--- src/rtl/wdg_pkg.sv ---
package wdg_pkg;
   typedef enum logic {
      WDG_BASE_SHORT = 1'b0,
      WDG_BASE_LONG  = 1'b1
   } wdg_base_e;

   typedef enum int {
      WDG_MUL_OPERATOR = 0,
      WDG_MUL_SHIFTADD = 1
   } wdg_mul_style_e;
endpackage

--- src/rtl/wdg_limit_calc.sv ---
module wdg_limit_calc
   import wdg_pkg::*;
#(
   parameter int MULT_W      = 3,
   parameter int BASE_SHORT  = 29,
   parameter int BASE_LONG   = 116,
   parameter int CNT_W       = 10,
   parameter int MUL_STYLE   = WDG_MUL_SHIFTADD
) (
   input  logic              base_sel,
   input  logic [MULT_W-1:0] mult,
   output logic [CNT_W-1:0]  limit
);
   logic [CNT_W-1:0] base_val;
   wdg_base_e        base_e;

   assign base_e   = wdg_base_e'(base_sel);
   assign base_val = (base_e == WDG_BASE_LONG) ? CNT_W'(BASE_LONG) : CNT_W'(BASE_SHORT);

   generate
      if (MUL_STYLE == WDG_MUL_OPERATOR) begin : g_mul_op
         assign limit = CNT_W'(mult) * base_val;
      end else begin : g_mul_sa
         always_comb begin
            limit = '0;
            for (int i = 0; i < MULT_W; i++) begin
               if (mult[i]) limit = limit + (base_val << i);
            end
         end
      end
   endgenerate
endmodule

--- src/rtl/wdg_tick_counter.sv ---
module wdg_tick_counter #(
   parameter int CNT_W = 10
) (
   input  logic             clk,
   input  logic             rst_n,
   input  logic             tick,
   input  logic             run,
   input  logic             reload,
   input  logic [CNT_W-1:0] limit,
   output logic             expire
);
   logic [CNT_W-1:0] cnt_q;
   logic [CNT_W-1:0] cnt_inc;

   assign cnt_inc = cnt_q + CNT_W'(1);
   assign expire  = run && tick && !reload && (cnt_inc >= limit);

   always_ff @(posedge clk or negedge rst_n) begin
      if (!rst_n) begin
         cnt_q <= '0;
      end else if (reload || expire) begin
         cnt_q <= '0;
      end else if (run && tick) begin
         cnt_q <= cnt_inc;
      end
   end
endmodule

--- src/rtl/wdg_rst_pulse.sv ---
module wdg_rst_pulse #(
   parameter int RST_TICKS = 4
) (
   input  logic clk,
   input  logic rst_n,
   input  logic tick,
   input  logic trig,
   output logic active
);
   localparam int PW = (RST_TICKS > 1) ? $clog2(RST_TICKS) : 1;

   logic [PW-1:0] pcnt_q;
   logic          active_q;

   always_ff @(posedge clk or negedge rst_n) begin
      if (!rst_n) begin
         active_q <= 1'b0;
         pcnt_q   <= '0;
      end else if (trig) begin
         active_q <= 1'b1;
         pcnt_q   <= '0;
      end else if (active_q && tick) begin
         if (pcnt_q == PW'(RST_TICKS - 1)) begin
            active_q <= 1'b0;
            pcnt_q   <= '0;
         end else begin
            pcnt_q <= pcnt_q + PW'(1);
         end
      end
   end

   assign active = active_q;
endmodule

--- src/rtl/wdg_safefreq_top.sv ---
module wdg_safefreq_top
   import wdg_pkg::*;
#(
   parameter int CODE_W           = 5,
   parameter int MULT_W           = 3,
   parameter int BASE_SHORT_TICKS = 29,
   parameter int BASE_LONG_TICKS  = 116,
   parameter int RST_TICKS        = 4,
   parameter int MUL_STYLE        = WDG_MUL_SHIFTADD
) (
   input  logic              clk,
   input  logic              rst_n,
   input  logic              tick,
   input  logic              wd_en,
   input  logic              base_sel,
   input  logic [MULT_W-1:0] mult,
   input  logic [CODE_W-1:0] safe_code,
   input  logic [CODE_W-1:0] cur_code,
   input  logic              kick,
   output logic              alarm,
   output logic [CODE_W-1:0] eff_code,
   output logic              sys_rst_n
);
   localparam int MAX_MULT  = (1 << MULT_W) - 1;
   localparam int MAX_BASE  = (BASE_LONG_TICKS > BASE_SHORT_TICKS) ? BASE_LONG_TICKS : BASE_SHORT_TICKS;
   localparam int MAX_LIMIT = MAX_MULT * MAX_BASE;
   localparam int CNT_W     = $clog2(MAX_LIMIT + 1);

   generate
      if (CODE_W < 1) begin : g_bad_code
         $error("CODE_W must be at least 1");
      end
      if (MULT_W < 1 || MULT_W > 8) begin : g_bad_mult
         $error("MULT_W must be 1..8");
      end
      if (BASE_SHORT_TICKS < 1 || BASE_LONG_TICKS < 1) begin : g_bad_base
         $error("base tick counts must be positive");
      end
      if (RST_TICKS < 1) begin : g_bad_rst
         $error("RST_TICKS must be positive");
      end
      if (MUL_STYLE != WDG_MUL_OPERATOR && MUL_STYLE != WDG_MUL_SHIFTADD) begin : g_bad_style
         $error("unknown MUL_STYLE");
      end
   endgenerate

   logic              primed_q;
   logic [MULT_W-1:0] mult_q;
   logic              sel_q;
   logic              alarm_q;
   logic [CODE_W-1:0] eff_q;
   logic [CNT_W-1:0]  limit;
   logic              cfg_chg;
   logic              reload;
   logic              run;
   logic              expire;
   logic              alarm_next;
   logic [CODE_W-1:0] eff_next;
   logic              gear_chg;
   logic              pulse_trig;
   logic              pulse_active;

   wdg_limit_calc #(
      .MULT_W    (MULT_W),
      .BASE_SHORT(BASE_SHORT_TICKS),
      .BASE_LONG (BASE_LONG_TICKS),
      .CNT_W     (CNT_W),
      .MUL_STYLE (MUL_STYLE)
   ) u_limit (
      .base_sel(base_sel),
      .mult    (mult),
      .limit   (limit)
   );

   assign cfg_chg = primed_q && ((mult != mult_q) || (base_sel != sel_q));
   assign reload  = !wd_en || kick || cfg_chg;
   assign run     = wd_en && !alarm_q;

   wdg_tick_counter #(
      .CNT_W(CNT_W)
   ) u_cnt (
      .clk   (clk),
      .rst_n (rst_n),
      .tick  (tick),
      .run   (run),
      .reload(reload),
      .limit (limit),
      .expire(expire)
   );

   assign alarm_next = wd_en && (alarm_q || expire);
   assign eff_next   = alarm_next ? safe_code : cur_code;
   assign gear_chg   = primed_q && (eff_next != eff_q);
   assign pulse_trig = expire || gear_chg;

   always_ff @(posedge clk or negedge rst_n) begin
      if (!rst_n) begin
         primed_q <= 1'b0;
         mult_q   <= '0;
         sel_q    <= 1'b0;
         alarm_q  <= 1'b0;
         eff_q    <= '0;
      end else begin
         primed_q <= 1'b1;
         mult_q   <= mult;
         sel_q    <= base_sel;
         alarm_q  <= alarm_next;
         eff_q    <= eff_next;
      end
   end

   wdg_rst_pulse #(
      .RST_TICKS(RST_TICKS)
   ) u_pulse (
      .clk   (clk),
      .rst_n (rst_n),
      .tick  (tick),
      .trig  (pulse_trig),
      .active(pulse_active)
   );

   assign alarm     = alarm_q;
   assign eff_code  = eff_q;
   assign sys_rst_n = !pulse_active;
endmodule

--- config.mk ---
export PLATFORM = sky130hd
export DESIGN_NAME = wdg_safefreq_top
export DESIGN_NICKNAME = d
export VERILOG_FILES = /design/src/rtl/wdg_pkg.sv /design/src/rtl/wdg_limit_calc.sv /design/src/rtl/wdg_tick_counter.sv /design/src/rtl/wdg_rst_pulse.sv /design/src/rtl/wdg_safefreq_top.sv
export SDC_FILE = /design/constraint.sdc
export NUM_CORES = 1
export LEC_CHECK = 0
export BUFFER_PORTS_ARGS = -buffer_cell sky130_fd_sc_hd__buf_2
export CAP_MARGIN = 10
export CORE_UTILIZATION = 40
export DETAILED_ROUTE_END_ITERATION = 6
export HOLD_SLACK_MARGIN = 0.03
export PLACE_DENSITY = 0.67
export SLEW_MARGIN = 20
export SYNTH_ARGS = -nofsm -noshare
export SYNTH_HDL_FRONTEND = slang
export SYNTH_SLANG_ARGS = --single-unit
--- constraint.sdc ---
create_clock -name clk -period 6.52 [get_ports clk]
set_clock_uncertainty 0.05 [all_clocks]
set_input_delay 0.652 -clock clk [delete_from_list [all_inputs] [get_ports clk]]
set_output_delay 0.652 -clock clk [all_outputs]
set_load 0.01 [all_outputs]
== Yosys cells after proc, flatten, opt, wreduce, memory -nomap -nowiden ==
Index checks and enable logic that the tools add are counted.
Word-level totals
  register bits: 24
Cells by class
  order comparisons: 1
  multiplexer cells: 13
  equality and inequality tests: 4
  $add $sub $neg: 4
  reduce and logical (&&, ||, !) cells: 22
Operators with widths (number)
  $mux W10: 4
  $add A10 B10 Y10: 2
  $mux W7: 2
  $add A10 B1 Y10 const B: 1
  $ge A10 B10 Y1: 1
  $logic_and A1 B1 Y1: 8
  $logic_or A1 B1 Y1: 6
  $mux W2: 3
  $reduce_bool A2 Y1: 3
  $mux W5: 1
  $ne A5 B5 Y1: 1
  $logic_not A1 Y1: 4
  $mux W1: 3
  $ne A3 B3 Y1: 1
  $add A2 B1 Y2 const B: 1
  $eq A2 B2 Y1 const B: 1
  $reduce_and A2 Y1: 1
  $ne A1 B1 Y1: 1

== Logic depth before layout (Yosys ltp) ==
Gate-level depths: netlist of run 1.
  depth in word-level cells: 16
  depth in mapped cells: 21

== By module ==
Synthesis of run 1 repeated with hierarchy kept, for this count alone.
Second synthesis, totals
  cells, all modules: 211
  area total of the unflattened synthesis: 1946.9 sq um
By module, submodules not included
  wdg_tick_counter: area an instance 840.8 sq um, instances 1, cells an instance 95
  wdg_safefreq_top: area an instance 551.8 sq um, instances 1, cells an instance 47
  wdg_limit_calc: area an instance 407.9 sq um, instances 1, cells an instance 57
  wdg_rst_pulse: area an instance 146.4 sq um, instances 1, cells an instance 12

== Worst setup path before layout of run 1 ==
No wires, ideal clock.
  path kind: in2reg
  start: in base_sel
  end: reg u_pulse.pcnt_q[0]
  slack: 2.365 ns
  stages on the path: 21
  setup time: 0.066 ns
  arrival time: 4.039 ns
  cells stage by stage: inv_1 ha_1 xnor2_1 mux2_2 ha_1 nand2_1 nand3_1 nand3_1 o21ai_0 xnor2_1 nand2_1 xnor2_1 ha_1 o21ai_0 nor2_1 nor3_1 a211o_1 nand2_4 a2111o_1 nand3_1 and3_1
On the way
  longest elaborated chain between the ends: 15
  elaborated cells on any way between the ends: 22
RTL lines
  start, declared: RTL line wdg_safefreq_top.sv:15  | input logic base_sel,
  $mux W7: RTL line wdg_limit_calc.sv:18  | assign base_val = (base_e == WDG_BASE_LONG) ? CNT_W'(BASE_LONG) : CNT_W'(BASE_SHORT);
  $mux W7: RTL line wdg_limit_calc.sv:27  | if (mult[i]) limit = limit + (base_val << i);
  $add A10 B10 Y10: RTL line wdg_limit_calc.sv:27
  $mux W10: RTL line wdg_limit_calc.sv:27
  $add A10 B10 Y10: RTL line wdg_limit_calc.sv:27
  $mux W10: RTL line wdg_limit_calc.sv:27
  $ge A10 B10 Y1: RTL line wdg_tick_counter.sv:16  | assign expire = run && tick && !reload && (cnt_inc >= limit);
  $logic_and A1 B1 Y1 *: RTL line wdg_tick_counter.sv:16
  $logic_or A1 B1 Y1 *: RTL line wdg_safefreq_top.sv:91  | assign alarm_next = wd_en && (alarm_q || expire);
  $logic_and A1 B1 Y1 *: RTL line wdg_safefreq_top.sv:91
  via alarm_next: RTL line wdg_safefreq_top.sv:57  | logic alarm_next;
  $mux W5 *: RTL line wdg_safefreq_top.sv:92  | assign eff_next = alarm_next ? safe_code : cur_code;
  $ne A5 B5 Y1 *: RTL line wdg_safefreq_top.sv:93  | assign gear_chg = primed_q && (eff_next != eff_q);
  $logic_and A1 B1 Y1 *: RTL line wdg_safefreq_top.sv:93
  $logic_or A1 B1 Y1 *: RTL line wdg_safefreq_top.sv:94  | assign pulse_trig = expire || gear_chg;
  $mux W2 or $reduce_bool A2 Y1 (tied branches)
  end signal, assigned: RTL line wdg_rst_pulse.sv:27  | pcnt_q <= pcnt_q + PW'(1);
  end, declared: RTL line wdg_rst_pulse.sv:12  | logic [PW-1:0] pcnt_q;
The timed path passes the listed nets; every way through them passes the cells marked *.
A chain may end at the register's enable or synchronous reset.

== Worst setup path in the final report of run 1 ==
  start: in base_sel
  end: reg u_pulse.pcnt_q[1]
Same word-level chain as after synthesis.

==> out/summary.txt, run 1 <==
Worst Reg-to-Reg Cells: 13
Max-slew violation count: 0
Top cell type by total area after synthesis: dfrtp_1
Initial Utilization: 42.2%
Leak pwr: 1.00 nW
Placed wire-length estimate: 2760 um
PD cells: 168 nW/um^2
CP Data Arrival Time: 4.62 ns
Clock sink total: 24
Final routed DRC violation total: 0
Boundary pin count: 26
Weighted congestion reported at the end of routability-driven placement: 0.933
Post-synth ARST share: 100%
Synth-to-layout area growth: 12.8%
Setup repair after global routing missed its margin: false
CTS root buf: clkbuf_8
CTS tree: yes
Post-synthesis register bit count: 24
Total global routing overflow: 0
Final ANT Viol Nets: 0
Register-to-register setup slack: 3.27 ns
Max Root-Sink Buffers: 2
Routed wire per std cell: 12.2 um
Synthesized net count: 251
Maximum number of pins on one net before global-route repair: 25
Critical path destination: u_pulse.pcnt_q[1]
CTS clock-pin slew for the worst setup and hold paths: 0.09 ns
Die outline height: 70.2 um
Routed wire length: 3510 um
FF-to-FF Start: u_cnt.cnt_q[2]
Kind of start point of the critical path: primary input
Total Neg Setup Slack: 0 ns
Number of warnings issued by yosys: 0
Fraction of the cycle the final worst path needs: 68.3%
Antenna diode instance count: 0
Maximum Capacitance Violations: 0
Mean instance size in the synthesized netlist: 8.83 um^2
Routing usage on met3: 3.03%
Status: completed
Critical path startpoint: base_sel
Syn Inst Count: 211
Number of buffers added on ports: 25
Vias in the first global route: 1437
Detailed-route vias per instance: 5.14
Peak fanout along the critical path: 11
Share of the yosys chip area belonging to registers: 32.2%
First drt pass iteration count: 4
Overall die area: 4930 um^2
Post-layout min period: 4.46 ns
Synth top area share: 32.2%
Nature of the critical path endpoint: register
Most frequent cell after synthesis: nand2_1
Final layout net count: 277
Most Crowded Layer GR: met2
Highest attainable clock frequency: 0.224 GHz
Met2 routing resource usage after global routing: 27.7%
Core region area: 4410 um^2
Number of enable-type register cells in the synthesized netlist: 0
CTS Buf Count: 3
Hold WC Path Type: primary input to async pin
Wire length of the first global-routing pass: 6340 um
Type of the worst setup path: primary input to register
Overall track demand over capacity in global routing: 16.2%
Top cells by instance count after synthesis: nand2_1, dfrtp_1, ha_1, o21ai_0
Worst Path Required: 6.68 ns
Drt initial violations: 81
Met1 capacity usage during global routing: 20.9%
Deepest level of the CTS H-tree: 1
Post-CTS setup buffers: 0
Yosys cell types: 39
Synth area leaders: dfrtp_1, ha_1, nand2_1
Number of placed cells counting well taps: 284
Post-synth design cell area: 1860 um^2
Pin slew with the least headroom to its limit: 0.754 ns
Initial antenna violation count: 0
Worst skew pair latency: 0.27 ns
Total of cells resized after clock tree synthesis: 0
Final hold vios: 0
Peak supply drop: 0.108 mV
Number of standard cells in the final layout excluding fillers: 288
Hold buffer count at cts: 0
Die Width: 70.2 um
Detailed-route via count: 1479
# setup viols final: 0
Cell row count: 24
Proportion of layout cells with a drive suffix above 1: 16.5%
Prevailing post-synth register cell: dfrtp_1
Normalized max-slew margin: 48.4%
R2r endpoint: u_pulse.pcnt_q[1]
-- critical path, stage by stage --
cell and delay [ns]:
buf_2 0.20, inv_1 0.15, ha_1 0.29, xnor2_1 0.14, mux2_2 0.27, ha_1 0.31
nand2_1 0.06, nand3_1 0.07, nand3_1 0.07, o21ai_0 0.20, xnor2_1 0.14, nand2_1 0.08
xnor2_1 0.13, ha_1 0.28, o21ai_0 0.15, nor2_1 0.05, nor3_1 0.35, a211o_1 0.24
nand2_4 0.11, a2111o_1 0.39, nand3_1 0.12, and3_1 0.16
-- metrics by stage --
stage / utilization [%] / instance area (um^2) / power [mW] / hold WS [ns] / worst slack (ns)
after floorplan: - / 1860 / 0.204 / 0.306 / 2.37
after CTS: 47.6 / 2100 / 0.357 / 0.330 / 2.06
after detailed placement: 46.0 / 2030 / 0.225 / 0.417 / 1.77
after global routing: 47.6 / 2100 / 0.374 / 0.359 / 1.66
final: 47.6 / 2100 / 0.353 / 0.314 / 2.06
after global placement: 46.0 / 2030 / 0.224 / 0.405 / 1.88
-- final cells by class --
class,instances,area (um^2)
fill,423,2310
multi-input combinational,172,1200
sequential,24,601
timing repair buffer,25,125
tap,52,65.1
clock buffer,3,41.3
inverter,11,41.3
clock inverter,1,30.0
-- per-layer routing --
layer  vias to the layer above  part of all wire [%]  wire (um)
met3                         6                   2.9        100
met4                         0                   1.3         46
li1                        782                     -          -
met2                        23                    48       1690
met1                       668                    48       1670
met5                         -                     0          0
-- state kept, by name, summed over array words and instances, names as in the netlist --
signal / flops
u_cnt.cnt_q: 10
eff_code: 5
mult_q: 3
u_pulse.pcnt_q: 2
alarm: 1
primed_q: 1
sel_q: 1
u_pulse.active: 1
-- placed cells by master (no fill, tap or decap), drive strengths merged, types with 5 or more instances in the layout --
master	Yosys	routed
mux2	6	6
nand2b	7	7
nor2b	5	5
nand2	34	34
o21ai	15	15
nand3	9	9
a21oi	6	6
xor2	11	11
dfrtp	24	24
xnor2	13	13
nor2	13	13
ha	21	21
buf	1	25
inv	11	11
-- power breakdown --
group / internal [mW] / switching, mW
registers: 0.153 / 0.00363
logic: 0.0286 / 0.0366
clock network: 0.0821 / 0.0490
-- cells by family after synthesis --
logic type                 share of synthesized area (%)
xor gates and xnor gates                            11.3
muxes                                               4.70
AOI/OAI and AO/OA                                   13.3
buffers and inverters                               3.43
DFF                                                 32.2
and+or+nand+nor                                     20.8
adders and majority gates                           14.1
other                                              0.201
-- worst min path at each step --
stage,startpoint,end,depth (start not counted)
after floorplan,rst_n,alarm,0
after global placement,u_cnt.cnt_q[5],u_cnt.cnt_q[5],2
after detailed placement,u_cnt.cnt_q[5],u_cnt.cnt_q[5],2
after CTS,rst_n,u_pulse.pcnt_q[1],1
after global routing,rst_n,u_pulse.active,1
final,rst_n,eff_code[3],1
Note: power is estimated with default switching activity, not from simulation.
==> run 2, diff against run 1 <==
PLACE_DENSITY = 0.69   (was 0.67)
clock period = 3.65 ns   (was 6.52 ns; I/O delays follow)
==> run 2 against run 1 <==
Effect of this change:
- via count up 5.2%
- die area unchanged
- critical path depth down 2
- utilization up 5.5 points
- power up 71%
- combinational power up 130%
- clock-buffer cell count up 1
- first-iteration DRC count down 25%
- non-clock buffer count up 21
- critical path type unchanged
- critical endpoint unchanged
- largest cell class unchanged
==> out/summary.txt, run 2 (synthesized netlist as in run 1, its figures left out) <==
Placed instance area: 2190 um^2
Total global routing overflow: 0
Final hold vios: 0
Final layout net count: 298
Routed wire per std cell: 12.3 um
Core region area: 4410 um^2
Overall die area: 4930 um^2
Deepest level of the CTS H-tree: 1
Detailed-route via count: 1556
Register-to-register setup slack: 0.52 ns
Portion of total power attributed to combinational logic: 24.4%
PD cells: 257 nW/um^2
Status: completed
Number of flip-flops under the largest register name: 10
Die outline height: 70.2 um
Type of the worst setup path: primary input to register
CTS root buf: clkbuf_8
Max Root-Sink Buffers: 2
Cell row count: 24
Placed wire-length estimate: 2990 um
Highest attainable clock frequency: 0.277 GHz
First drt pass iteration count: 4
Pin slew with the least headroom to its limit: 0.607 ns
Fraction of the cycle the final worst path needs: 98.9%
Weighted congestion reported at the end of routability-driven placement: 0.881
Setup repair after global routing missed its margin: true
Proportion of layout cells with a drive suffix above 1: 27.6%
CTS Buf Count: 3
Leak pwr: 1.12 nW
Initial antenna violation count: 0
Clock sink total: 24
Leading cell type in the layout, fill and taps excluded: nand2_1
Vias in the first global route: 1558
Register with the highest flop count: u_cnt.cnt_q
Peak fanout along the critical path: 8
Max-slew violation count: 0
Switching power total: 161 uW
Routed wire length: 3790 um
Wire length of the first global-routing pass: 6860 um
Filler cell count in the final layout: 414
Maximum Capacitance Violations: 0
Boundary pin count: 26
Internal power consumption: 441 uW
Nature of the critical path endpoint: register
Switching power as a share of total power: 26.8%
Final routed DRC violation total: 0
Kind of start point of the critical path: primary input
Footprint of the multi-input gates: 1270 um^2
CTS clock-pin slew for the worst setup and hold paths: 0.09 ns
PnR Total Power: 602 uW
Overall track demand over capacity in global routing: 17.0%
Final ANT Viol Nets: 0
Die Width: 70.2 um
Drt initial violations: 61
Antenna diode instance count: 0
CTS tree: yes
Final instance area: 2350 um^2
FF+latch area: 601 um^2
Synth-to-layout area growth: 25.9%
Detailed-route vias per instance: 5.04
Normalized max-slew margin: 59.4%
Hold WC Path Type: primary input to async pin
CP Data Arrival Time: 3.77 ns
Worst skew pair latency: 0.26 ns
Worst Path Required: 3.81 ns
Post-layout min period: 3.61 ns
Most frequent cells in the layout: nand2_1, dfrtp_1, buf_2, buf_4, ha_1
Initial Utilization: 42.2%
# setup viols final: 0
Maximum number of pins on one net before global-route repair: 25
Relative contribution of sequential cells to total power: 46.4%
Number of buffers added on ports: 25
Clock share of power: 29.2%
Peak supply drop: 0.150 mV
run 2: worst max-delay path, cell delays in order:
cell and delay (ns):
buf_6 0.12, ha_4 0.16, xnor2_2 0.12, mux2_4 0.28
ha_4 0.29, nand2_2 0.05, nand3_2 0.08, nand3_2 0.07
o21ai_2 0.14, xnor2_1 0.13, nand2_1 0.08, xnor2_1 0.13
ha_1 0.29, nand4_1 0.13, a211o_1 0.31, a211o_1 0.34
nand2_4 0.12, mux2i_1 0.20, a31o_1 0.20, and3_1 0.16
run 2: final timing paths:
path | startpoint | endpoint | cells after the start
worst max-delay path | mult[0] | u_pulse.pcnt_q[1] | 20
worst min-delay path | rst_n | u_cnt.cnt_q[5] | 1
worst max register to register | u_cnt.cnt_q[2] | u_pulse.pcnt_q[1] | 13
worst min register to register | u_cnt.cnt_q[5] | u_cnt.cnt_q[5] | 2
max in group asynchronous | rst_n | eff_code[4] | 1
min in group clk | cur_code[3] | eff_code[3] | 2
run 2: power by group through the flow:
stage | clock (mW) | sequential (mW) | combinational, mW
5_1_grt | 0.195 | 0.281 | 0.166
3_5_place_dp | 0 | 0.285 | 0.134
3_3_place_gp | 0 | 0.285 | 0.132
2_1_floorplan | 0 | 0.286 | 0.0794
6_report | 0.176 | 0.280 | 0.147
4_1_cts | 0.183 | 0.280 | 0.141
run 2: per-layer routing:
metal	track usage (%)	share of wire, %	wire length, um	vias to the layer above
li1	-	-	-	820
met1	22.5	48	1810	709
met2	28.5	48	1810	19
met3	2.45	2.2	83	8
met4	5.56	2.1	79	0
met5	0	0	0	-
run 2: stage by stage:
stage | util (%) | TNS, ns | setup slack (ns) | std cells | hold WS, ns
floorplan | - | -0.0874 | -0.0495 | 211 | 0.0194
global placement | 49.6 | -2.25 | -0.326 | 302 | 0.328
finish | 53.1 | 0 | 0.0400 | 309 | 0.0135
CTS | 52.2 | 0 | 0.00372 | 308 | 0.0373
global route | 53.1 | -0.763 | -0.144 | 309 | 0.0612
detailed placement | 49.6 | -2.63 | -0.366 | 302 | 0.328
run 2: area by class of cell:
class | count | share of cell area, %
Inverter | 11 | 1.97
Clock buffer | 4 | 2.35
Sequential cell | 24 | 25.6
Tap cell | 52 | 2.77
Multi-Input combinational cell | 172 | 54.3
Timing Repair Buffer | 46 | 13.0
run 2: repair_timing:
item | in CTS | in global routing
setup endpoints to repair | 8 | 8
hold buffers | 0 | 0
pin swaps | 11 | 14
resized for setup | 11 | 9
setup buffers | 2 | 1
==> run 3, diff against run 2 <==
PLACE_DENSITY = 0.73   (was 0.69)
==> run 3 against run 2 <==
Effect of this change:
- sequential cell count unchanged
- largest cell class unchanged
- global-route usage decreased by 1.4 points
- power increased by 3.0%
- critical path depth unchanged
- highest routed layer unchanged
- cell count increased by 1.9%
- non-clock buffer count increased by 6
- wire length increased by 4.4%
- combinational power increased by 9.5%
- maximum frequency increased by 0.25%
- hold slack improved by 0.29 ns
- cell area increased by 3.3%
- first-iteration DRC count decreased by 15%
==> out/summary.txt, run 3 (synthesized netlist as in run 1, its figures left out) <==
Proportion of layout cells with a drive suffix above 1: 30.4%
Kind of cell adding the most delay to the critical path: compound AO/OA/AOI/OAI gates
PD cells: 256 nW/um^2
Pin slew with the least headroom to its limit: 0.627 ns
Crit-path slowest cell: a211o_1
Post-layout min period: 3.60 ns
R2r endpoint: u_pulse.pcnt_q[1]
Filler cell count in the final layout: 385
Nature of the critical path endpoint: register
Total global routing overflow: 0
Highest attainable clock frequency: 0.278 GHz
Detailed-route vias per instance: 5.12
Weighted congestion reported at the end of routability-driven placement: 0.880
Fraction of the cycle the final worst path needs: 98.7%
# setup viols final: 0
Final instance area: 2420 um^2
Number of buffers added on ports: 25
End point of the worst hold path: mult_q[2]
Cell breakdown of the critical path: buf_12, buf_4, ha_4, mux2_4, ha_4, nand2_2, nand3_2, nand3_2, o21ai_2, xnor2_1, nand2_1, xnor2_1, ha_1, nand4_1, a211o_1, a211o_1, nand2_4, mux2i_1, a31o_1, and3_1
Most frequent cells in the layout: nand2_1, buf_4, dfrtp_1, buf_2, ha_1
Finished Core Util: 54.9%
Number of standard cells in the final layout excluding fillers: 315
Kind of start point of the critical path: primary input
Overall die area: 4930 um^2
Type of the worst setup path: primary input to register
Deepest level of the CTS H-tree: 1
Hold WC Path Type: primary input to register
Maximum number of pins on one net before global-route repair: 25
Worst Path Required: 3.80 ns
Final layout net count: 304
Final hold vios: 0
Initial antenna violation count: 0
Number of placed cells counting well taps: 309
Setup repair after global routing missed its margin: true
Synth-to-layout area growth: 30.1%
Routed wire length: 3950 um
Placed wire-length estimate: 3050 um
Peak supply drop: 0.234 mV
Critical path startpoint: base_sel
CTS tree: yes
Clock sink total: 24
Max Root-Sink Buffers: 2
Placed instance area: 2240 um^2
Worst hold margin: 0.301 ns
Cell row count: 24
Antenna diode instance count: 0
Normalized max-slew margin: 58.0%
Worst hold stages: 1
Worst Reg-to-Reg Cells: 13
Max-slew violation count: 0
Peak fanout along the critical path: 7
Initial Utilization: 42.2%
Overall track demand over capacity in global routing: 15.6%
CTS Buf Count: 3
Detailed-route via count: 1613
Number of flip-flops under the largest register name: 10
Routed wire per std cell: 12.6 um
CTS root buf: clkbuf_8
Leading cell type in the layout, fill and taps excluded: nand2_1
HP Start: mult[2]
Drt initial violations: 52
Die outline height: 70.2 um
First drt pass iteration count: 4
Core region area: 4410 um^2
Final ANT Viol Nets: 0
Wire length of the first global-routing pass: 6290 um
Register-to-register setup slack: 0.49 ns
Worst skew pair latency: 0.27 ns
Maximum Capacitance Violations: 0
Die Width: 70.2 um
Buffering stage count on the worst path with inverters included: 2
Leak pwr: 1.15 nW
Register with the highest flop count: u_cnt.cnt_q
CP Data Arrival Time: 3.75 ns
FF-to-FF Start: u_cnt.cnt_q[2]
Boundary pin count: 26
CTS clock-pin slew for the worst setup and hold paths: 0.08 ns
Vias in the first global route: 1511
Final routed DRC violation total: 0
Status: completed
Stage delay of the slowest cell on the critical path: 0.35 ns
Total Neg Setup Slack: 0 ns
## run 3: cell type report
class / instances / area (um^2) / area share, %
well taps: 52 / 65.1 / 2.68
repair buffers: 52 / 355 / 14.7
flip-flops and latches: 24 / 601 / 24.8
multi-input cells: 172 / 1300 / 53.7
inverters: 11 / 46.3 / 1.91
clock buffers: 4 / 55.1 / 2.27
## run 3: power breakdown
group | internal (mW) | switching [mW]
combinational | 0.0812 | 0.0802
clock | 0.0962 | 0.0828
sequential | 0.273 | 0.00673
## run 3: what timing repair did
action / CTS / global route
setup buffers: 1 / 0
gates resized for setup: 4 / 22
endpoints found under the hold margin: 10 / 0
setup endpoints to repair: 3 / 8
pin swaps: 3 / 16
hold buffers: 1 / 0
cloned: 0 / 0
## run 3: worst max path at each step
stage	to	slack, ns	depth (start not counted)
global placement	u_pulse.pcnt_q[1]	-0.26	19
global route	u_pulse.pcnt_q[1]	-0.11	21
detailed placement	u_pulse.pcnt_q[1]	-0.30	18
CTS	u_pulse.pcnt_q[1]	0.008	21
floorplan	u_pulse.pcnt_q[0]	-0.05	20
finish	u_pulse.pcnt_q[1]	0.05	20
## run 3: per-layer routing
layer | vias up | part of all wire, % | GRT usage (%)
li1 | 832 | - | -
met1 | 745 | 47 | 20.1
met2 | 26 | 49 | 26.1
met3 | 10 | 2.3 | 3.17
met4 | 0 | 2.1 | 4.89
met5 | - | 0 | 0
## run 3: stage by stage
step           power (mW)  setup slack [ns]
2_1_floorplan       0.365           -0.0495
3_3_place_gp        0.423            -0.256
3_5_place_dp        0.427            -0.297
4_1_cts             0.611           0.00841
5_1_grt             0.651            -0.115
6_report            0.620            0.0491
